--- src/rtl/lcell_pkg.sv ---
package lcell_pkg;
  localparam int LUT_K     = 4;
  localparam int LUT_D     = 1 << LUT_K;
  localparam int H_K       = 3;
  localparam int H_D       = 1 << H_K;
  localparam int CARRY_POS = 2;

  typedef struct packed {
    logic [H_D-1:0] h_tab;
    logic           tbl_sel;
    logic           x_sel;
    logic           y_sel;
    logic           x_byp;
    logic           y_byp;
    logic           ce_use;
    logic           srv_x;
    logic           srv_y;
    logic           carry_en;
  } lcell_mode_t;

  localparam int MODE_W = $bits(lcell_mode_t);

  function automatic logic maj3(input logic a, input logic b, input logic c);
    return (a & b) | (a & c) | (b & c);
  endfunction
endpackage

--- src/rtl/lcell_table.sv ---
module lcell_table #(
  parameter int K = 4,
  localparam int D = 1 << K
) (
  input  logic         clk,
  input  logic         rst_n,
  input  logic         wr_en,
  input  logic [K-1:0] wr_addr,
  input  logic         wr_bit,
  input  logic [K-1:0] rd_idx,
  output logic         rd_bit,
  output logic [D-1:0] tab_o
);
  logic [D-1:0] tab_q, tab_d;

  always_comb begin
    tab_d = tab_q;
    if (wr_en) tab_d[wr_addr] = wr_bit;
  end

  always_ff @(posedge clk or negedge rst_n) begin
    if (!rst_n) tab_q <= '0;
    else        tab_q <= tab_d;
  end

  assign rd_bit = tab_q[rd_idx];
  assign tab_o  = tab_q;
endmodule

--- src/rtl/lcell_carry.sv ---
module lcell_carry
  import lcell_pkg::*;
(
  input  logic       en,
  input  logic       cin,
  input  logic [1:0] fa,
  input  logic [1:0] ga,
  output logic       c_mid,
  output logic       cout
);
  assign c_mid = maj3(fa[0], fa[1], cin);
  assign cout  = en ? maj3(ga[0], ga[1], c_mid) : 1'b0;
endmodule

--- src/rtl/lcell_store.sv ---
module lcell_store (
  input  logic clk,
  input  logic rst_n,
  input  logic d,
  input  logic ce,
  input  logic sr,
  input  logic sr_val,
  input  logic byp,
  output logic q_o
);
  logic q_q, q_d;

  always_comb begin
    q_d = q_q;
    if (sr)      q_d = sr_val;
    else if (ce) q_d = d;
  end

  always_ff @(posedge clk or negedge rst_n) begin
    if (!rst_n) q_q <= 1'b0;
    else        q_q <= q_d;
  end

  assign q_o = byp ? d : q_q;
endmodule

--- src/rtl/lut_logic_cell.sv ---
module lut_logic_cell
  import lcell_pkg::*;
(
  input  logic              clk,
  input  logic              rst_n,
  input  logic [MODE_W-1:0] cfg_mode,
  input  logic              cfg_we,
  input  logic [LUT_K-1:0]  cfg_addr,
  input  logic              cfg_din,
  input  logic [LUT_K-1:0]  f_in,
  input  logic [LUT_K-1:0]  g_in,
  input  logic              h_in,
  input  logic              cin,
  input  logic              ec,
  input  logic              sr,
  output logic              x_o,
  output logic              y_o,
  output logic              xq_o,
  output logic              yq_o,
  output logic              cout
);
  lcell_mode_t md;
  assign md = lcell_mode_t'(cfg_mode);

  logic             c_mid;
  logic [LUT_K-1:0] lut_idx [2];
  logic [1:0]       lut_q;
  logic [LUT_D-1:0] tab_arr [2];
  logic [LUT_D-1:0] tab_f, tab_g;
  logic [H_K-1:0]   h_idx;
  logic             h_q;

  lcell_carry u_carry (
    .en    (md.carry_en),
    .cin   (cin),
    .fa    (f_in[1:0]),
    .ga    (g_in[1:0]),
    .c_mid (c_mid),
    .cout  (cout)
  );

  always_comb begin
    lut_idx[0] = f_in;
    lut_idx[1] = g_in;
    if (md.carry_en) begin
      lut_idx[0][CARRY_POS] = cin;
      lut_idx[1][CARRY_POS] = c_mid;
    end
  end

  for (genvar i = 0; i < 2; i++) begin : g_tab
    lcell_table #(.K(LUT_K)) u_tab (
      .clk     (clk),
      .rst_n   (rst_n),
      .wr_en   (cfg_we && (md.tbl_sel == 1'(i))),
      .wr_addr (cfg_addr),
      .wr_bit  (cfg_din),
      .rd_idx  (lut_idx[i]),
      .rd_bit  (lut_q[i]),
      .tab_o   (tab_arr[i])
    );
  end

  assign tab_f = tab_arr[0];
  assign tab_g = tab_arr[1];

  assign h_idx = {h_in, lut_q[1], lut_q[0]};
  assign h_q   = md.h_tab[h_idx];

  assign x_o = md.x_sel ? h_q : lut_q[0];
  assign y_o = md.y_sel ? h_q : lut_q[1];

  logic [1:0] comb_v, srv_v, byp_v, reg_v;
  logic       ce_ok;
  assign comb_v = {y_o, x_o};
  assign srv_v  = {md.srv_y, md.srv_x};
  assign byp_v  = {md.y_byp, md.x_byp};
  assign ce_ok  = !md.ce_use || ec;

  for (genvar j = 0; j < 2; j++) begin : g_store
    lcell_store u_st (
      .clk    (clk),
      .rst_n  (rst_n),
      .d      (comb_v[j]),
      .ce     (ce_ok),
      .sr     (sr),
      .sr_val (srv_v[j]),
      .byp    (byp_v[j]),
      .q_o    (reg_v[j])
    );
  end

  assign xq_o = reg_v[0];
  assign yq_o = reg_v[1];
endmodule

--- config.mk ---
export PLATFORM = sky130hd
export DESIGN_NAME = lut_logic_cell
export DESIGN_NICKNAME = d
export VERILOG_FILES = /design/src/rtl/lcell_pkg.sv /design/src/rtl/lcell_table.sv /design/src/rtl/lcell_carry.sv /design/src/rtl/lcell_store.sv /design/src/rtl/lut_logic_cell.sv
export SDC_FILE = /design/constraint.sdc
export NUM_CORES = 1
export LEC_CHECK = 0
export BUFFER_PORTS_ARGS = -buffer_cell sky130_fd_sc_hd__buf_2
export CORE_ASPECT_RATIO = 0.8
export CORE_MARGIN = 2
export CORE_UTILIZATION = 50
export CTS_CLUSTER_SIZE = 24
export DETAILED_ROUTE_END_ITERATION = 12
export PLACE_DENSITY_LB_ADDON = 0.1
export RECOVER_POWER = 50
export SETUP_SLACK_MARGIN = 0.02
export SLEW_MARGIN = 10
export SYNTH_ARGS = -nofsm -noshare
export SYNTH_HDL_FRONTEND = slang
export SYNTH_SLANG_ARGS = --single-unit
export TNS_END_PERCENT = 5
--- constraint.sdc ---
create_clock -name clk -period 5.1 [get_ports clk]
set_input_delay 0 -clock clk [delete_from_list [all_inputs] [get_ports clk]]
set_output_delay 0 -clock clk [all_outputs]
set_load 0.01 [all_outputs]
==> parameters.txt <==
Parameter                              Value

Run status
  Status    complete, but fails checks
  Violated checks    max-capacitance violations, max-slew violations

Yosys
  Sequential area share after synthesis    0.435
  Total of flip-flops plus latches after synthesis    34
  Most instantiated cells after synthesis    dfrtp_1 (34), mux2_2 (32), nand2_1 (20), nor2_1 (15), mux4_2 (7)
  Synthesized area divided by synthesized cell count    11.7 µm²
  Number of flops mapped to enable cells by yosys    0
  Synth warnings    0
  Share of synthesized flip-flops with an asynchronous set or reset    1.00
  Largest cells by area after synthesis    dfrtp_1 (44%), mux2_2 (18%), mux4_2 (8.1%)
  Library cell occupying the most area in the post-synthesis netlist    dfrtp_1
  Most frequent cell after synthesis    dfrtp_1
  Area share of the largest cell type after synthesis    0.435
  Netlist area before placement    about 0.002 mm²
  Yosys cell types    30
  Net count after synthesis    204
  Most common flop cell mapped by yosys    dfrtp_1
  Cell count after synthesis    167

Routing
  Post-detailed-routing wire length    between 4000 and 5000 µm
  DRC violations left    0
  Average via count per standard cell    5.50
  First-pass DRT Iterations    4
  DR vias    1463
  Routed wirelength normalized by instance count    16.9 µm
  Initial DRC count    70
  Antenna Nets Post-Route    0

Critical path
  Startpoint Class    flip-flop
  Crit Path Max Fanout    3
  Category of the most critical setup path    flip-flop to primary output
  Register-to-Register Setup Slack    2.98 ns
  First element of the critical path    g_tab[0].u_tab.tab_o[12]
  FF-to-FF path depth    6
  Critical path endpoint category    primary output
  Arrival time of the worst setup path    2.44 ns
  FF-to-FF End    g_store[0].u_st.q_q
  Launch point of the worst reg-to-reg path    g_tab[0].u_tab.tab_o[12]
  Required time reported for the critical path endpoint    5.10 ns

STA
  Worst-case clock skew    0.00305 ns
  Max frequency    410 MHz
  Worst Max-Slew Pin Slew    roughly 1.8 ns
  Period Utilization, post-route    0.479
  Max-slew violation total from the final report    35
  Slack of the critical path    2.66 ns
  Worst max-slew margin expressed relative to the limit    -0.221
  Setup TNS Final    0 ns
  Final setup violation count    0
  Worst hold margin    0.0333 ns
  RSZ-0062 raised after global routing    false
  Post-route minimum period    around 2.4 ns
  Number of endpoints with negative hold slack in the final report    0

Clock network
  Clock-pin slew of the registers on the worst-case setup and hold paths    0.07 ns
  Clock Latency Late Sink    around 0.28 ns
  Post-CTS sizing    0
  Sinks on the clock net    34
  TritonCTS clock tree    done
  CTS H-tree lvls    2
  Root buffer cell    clkbuf_8
  Num CTS Buffers    5
  Number of buffers inserted to repair setup after CTS    0
  Max Root-Sink Buffers    2

Hold path
  Launch instance of the worst min-delay path    sr
  Worst hold path endpoint    g_store[0].u_st.q_q
  Hold path cells    3
  Path category of the worst min-delay check    input port to flip-flop

GRT
  First-pass GRT wire length    between 7000 and 8000 µm
  GRT Util Overall    0.222
  Maximum number of pins on one net before global-route repair    35
  Number of antenna violations at the first check in global routing    0
  Total grt overflow    0
  Vias in the first global route    1454

Floorplan
  Total die area    0.00443 mm²
  Num rows    20
  Io pins    42
  Floorplan Core Area    0.00378 mm²
  Overall die width    73.9 µm
  Initial core utilization    0.517
  DIE HEIGHT    59.9 µm

Final layout
  Ratio of cells with drive above 1 in the final layout    0.408
  Area of all placed cells without fillers    around 0.0023 mm²
  Core occupancy in the finished layout    0.609
  Antenna diode count    0
  Final #Nets    247
  Layout Area Growth over Synthesis    17.8%

Pwr
  Power density over the cells    317 mW/mm²
  Leakage power summed over all cells    1.04 nW
  Peak supply drop    0.189 mV

Placement
  Final weighted congestion of routability-driven global placement    around 0.84
  Number of input and output port buffers inserted    41
  Worst setup slack after placement    2.96 ns
  Instance area after placement    0.00219 mm²
  Half-perimeter wire length after placement    3400 µm

Flow run
  Max-cap viol count    1
[placed cells by master (no fill, tap or decap), drive strengths merged]
cell type    netlist  final
buf                2     38
dfrtp             34     34
mux2              32     32
nand2             20     20
nor2              15     15
mux4              11     11
clkbuf             5     10
nor3               6      6
mux2i              5      5
inv                5      5
nand2b             5      5
nand3              4      4
nor2b              3      3
nand4b             3      3
o21ai              3      3
a31oi              2      2
a21oi              2      2
nor3b              2      2
dlygate4sd3        0      2
o22ai              2      2
maj3               1      1
or2                1      1
a21boi             1      1
nand4              1      1
o41ai              1      1
nor4               1      1
clkinv             0      1
[kinds of logic after synthesis]
group / Yosys count / share of synthesized area
buffers and inverters: 12 / 0.0269
AO/OA/AOI/OAI: 11 / 0.0391
adder cells (fa/ha/maj): 1 / 0.00512
flip-flops: 34 / 0.435
multiplexers: 48 / 0.344
AND/OR/NAND/NOR: 61 / 0.149
[registers in the layout, indices dropped and copies added, names as in the netlist]
| register | flops |
|---|---|
| g_tab.u_tab.tab_o | 32 |
| g_store.u_st.q_q | 2 |
[critical path, stage by stage, from the launching register on]
cell and delay (ns):
dfrtp_1 0.38, mux4_1 0.52, mux2i_1 0.15, mux2i_1 0.15, mux4_2 0.48, o22ai_2 0.22
o22ai_1 0.11, buf_2 0.15
[metrics by stage]
step                      power [W]  cells
after CTS                  0.000737    266
final                      0.000729    266
after detailed placement   0.000531    256
after global routing       0.000770    266
after global placement     0.000518    256
after floorplan            0.000469    167
[worst max path at each step]
stage / to / cells after the start
5_1_grt: xq_o / 7
3_3_place_gp: xq_o / 7
3_5_place_dp: xq_o / 7
2_1_floorplan: g_store[0].u_st.q_q / 6
6_report: xq_o / 7
4_1_cts: xq_o / 7
[power by group]
part / leakage, nW / internal [W] / switching [W]
Combinational: 0.559 / 0.000101 / 0.0000795
Sequential: 0.433 / 0.000321 / 0.0000250
Clock: 0.0482 / 0.000109 / 0.0000935
[timing repair]
| action | in CTS | in global routing |
|---|---|---|
| endpoints found under the hold margin | 35 | 0 |
| hold buffers | 2 | 0 |
| endpoints found under the setup margin | 0 | 0 |
[area by class of cell]
cell class              count  area, µm²
clock buffers               7       86.3
clock inverters             1       5.00
fillers                   320       1480
inverters                   5       18.8
multi-input cells         121       1050
flip-flops and latches     34        851
well taps                  55       68.8
repair buffers             43        221
[routing by layer]
metal / GRT usage / routed length (µm)
met5: 0 / 0
met4: 0.0701 / 57
met3: 0.0658 / 286
met2: 0.343 / 1980
met1: 0.303 / 2160
Note: power is estimated with default switching activity, not from simulation.
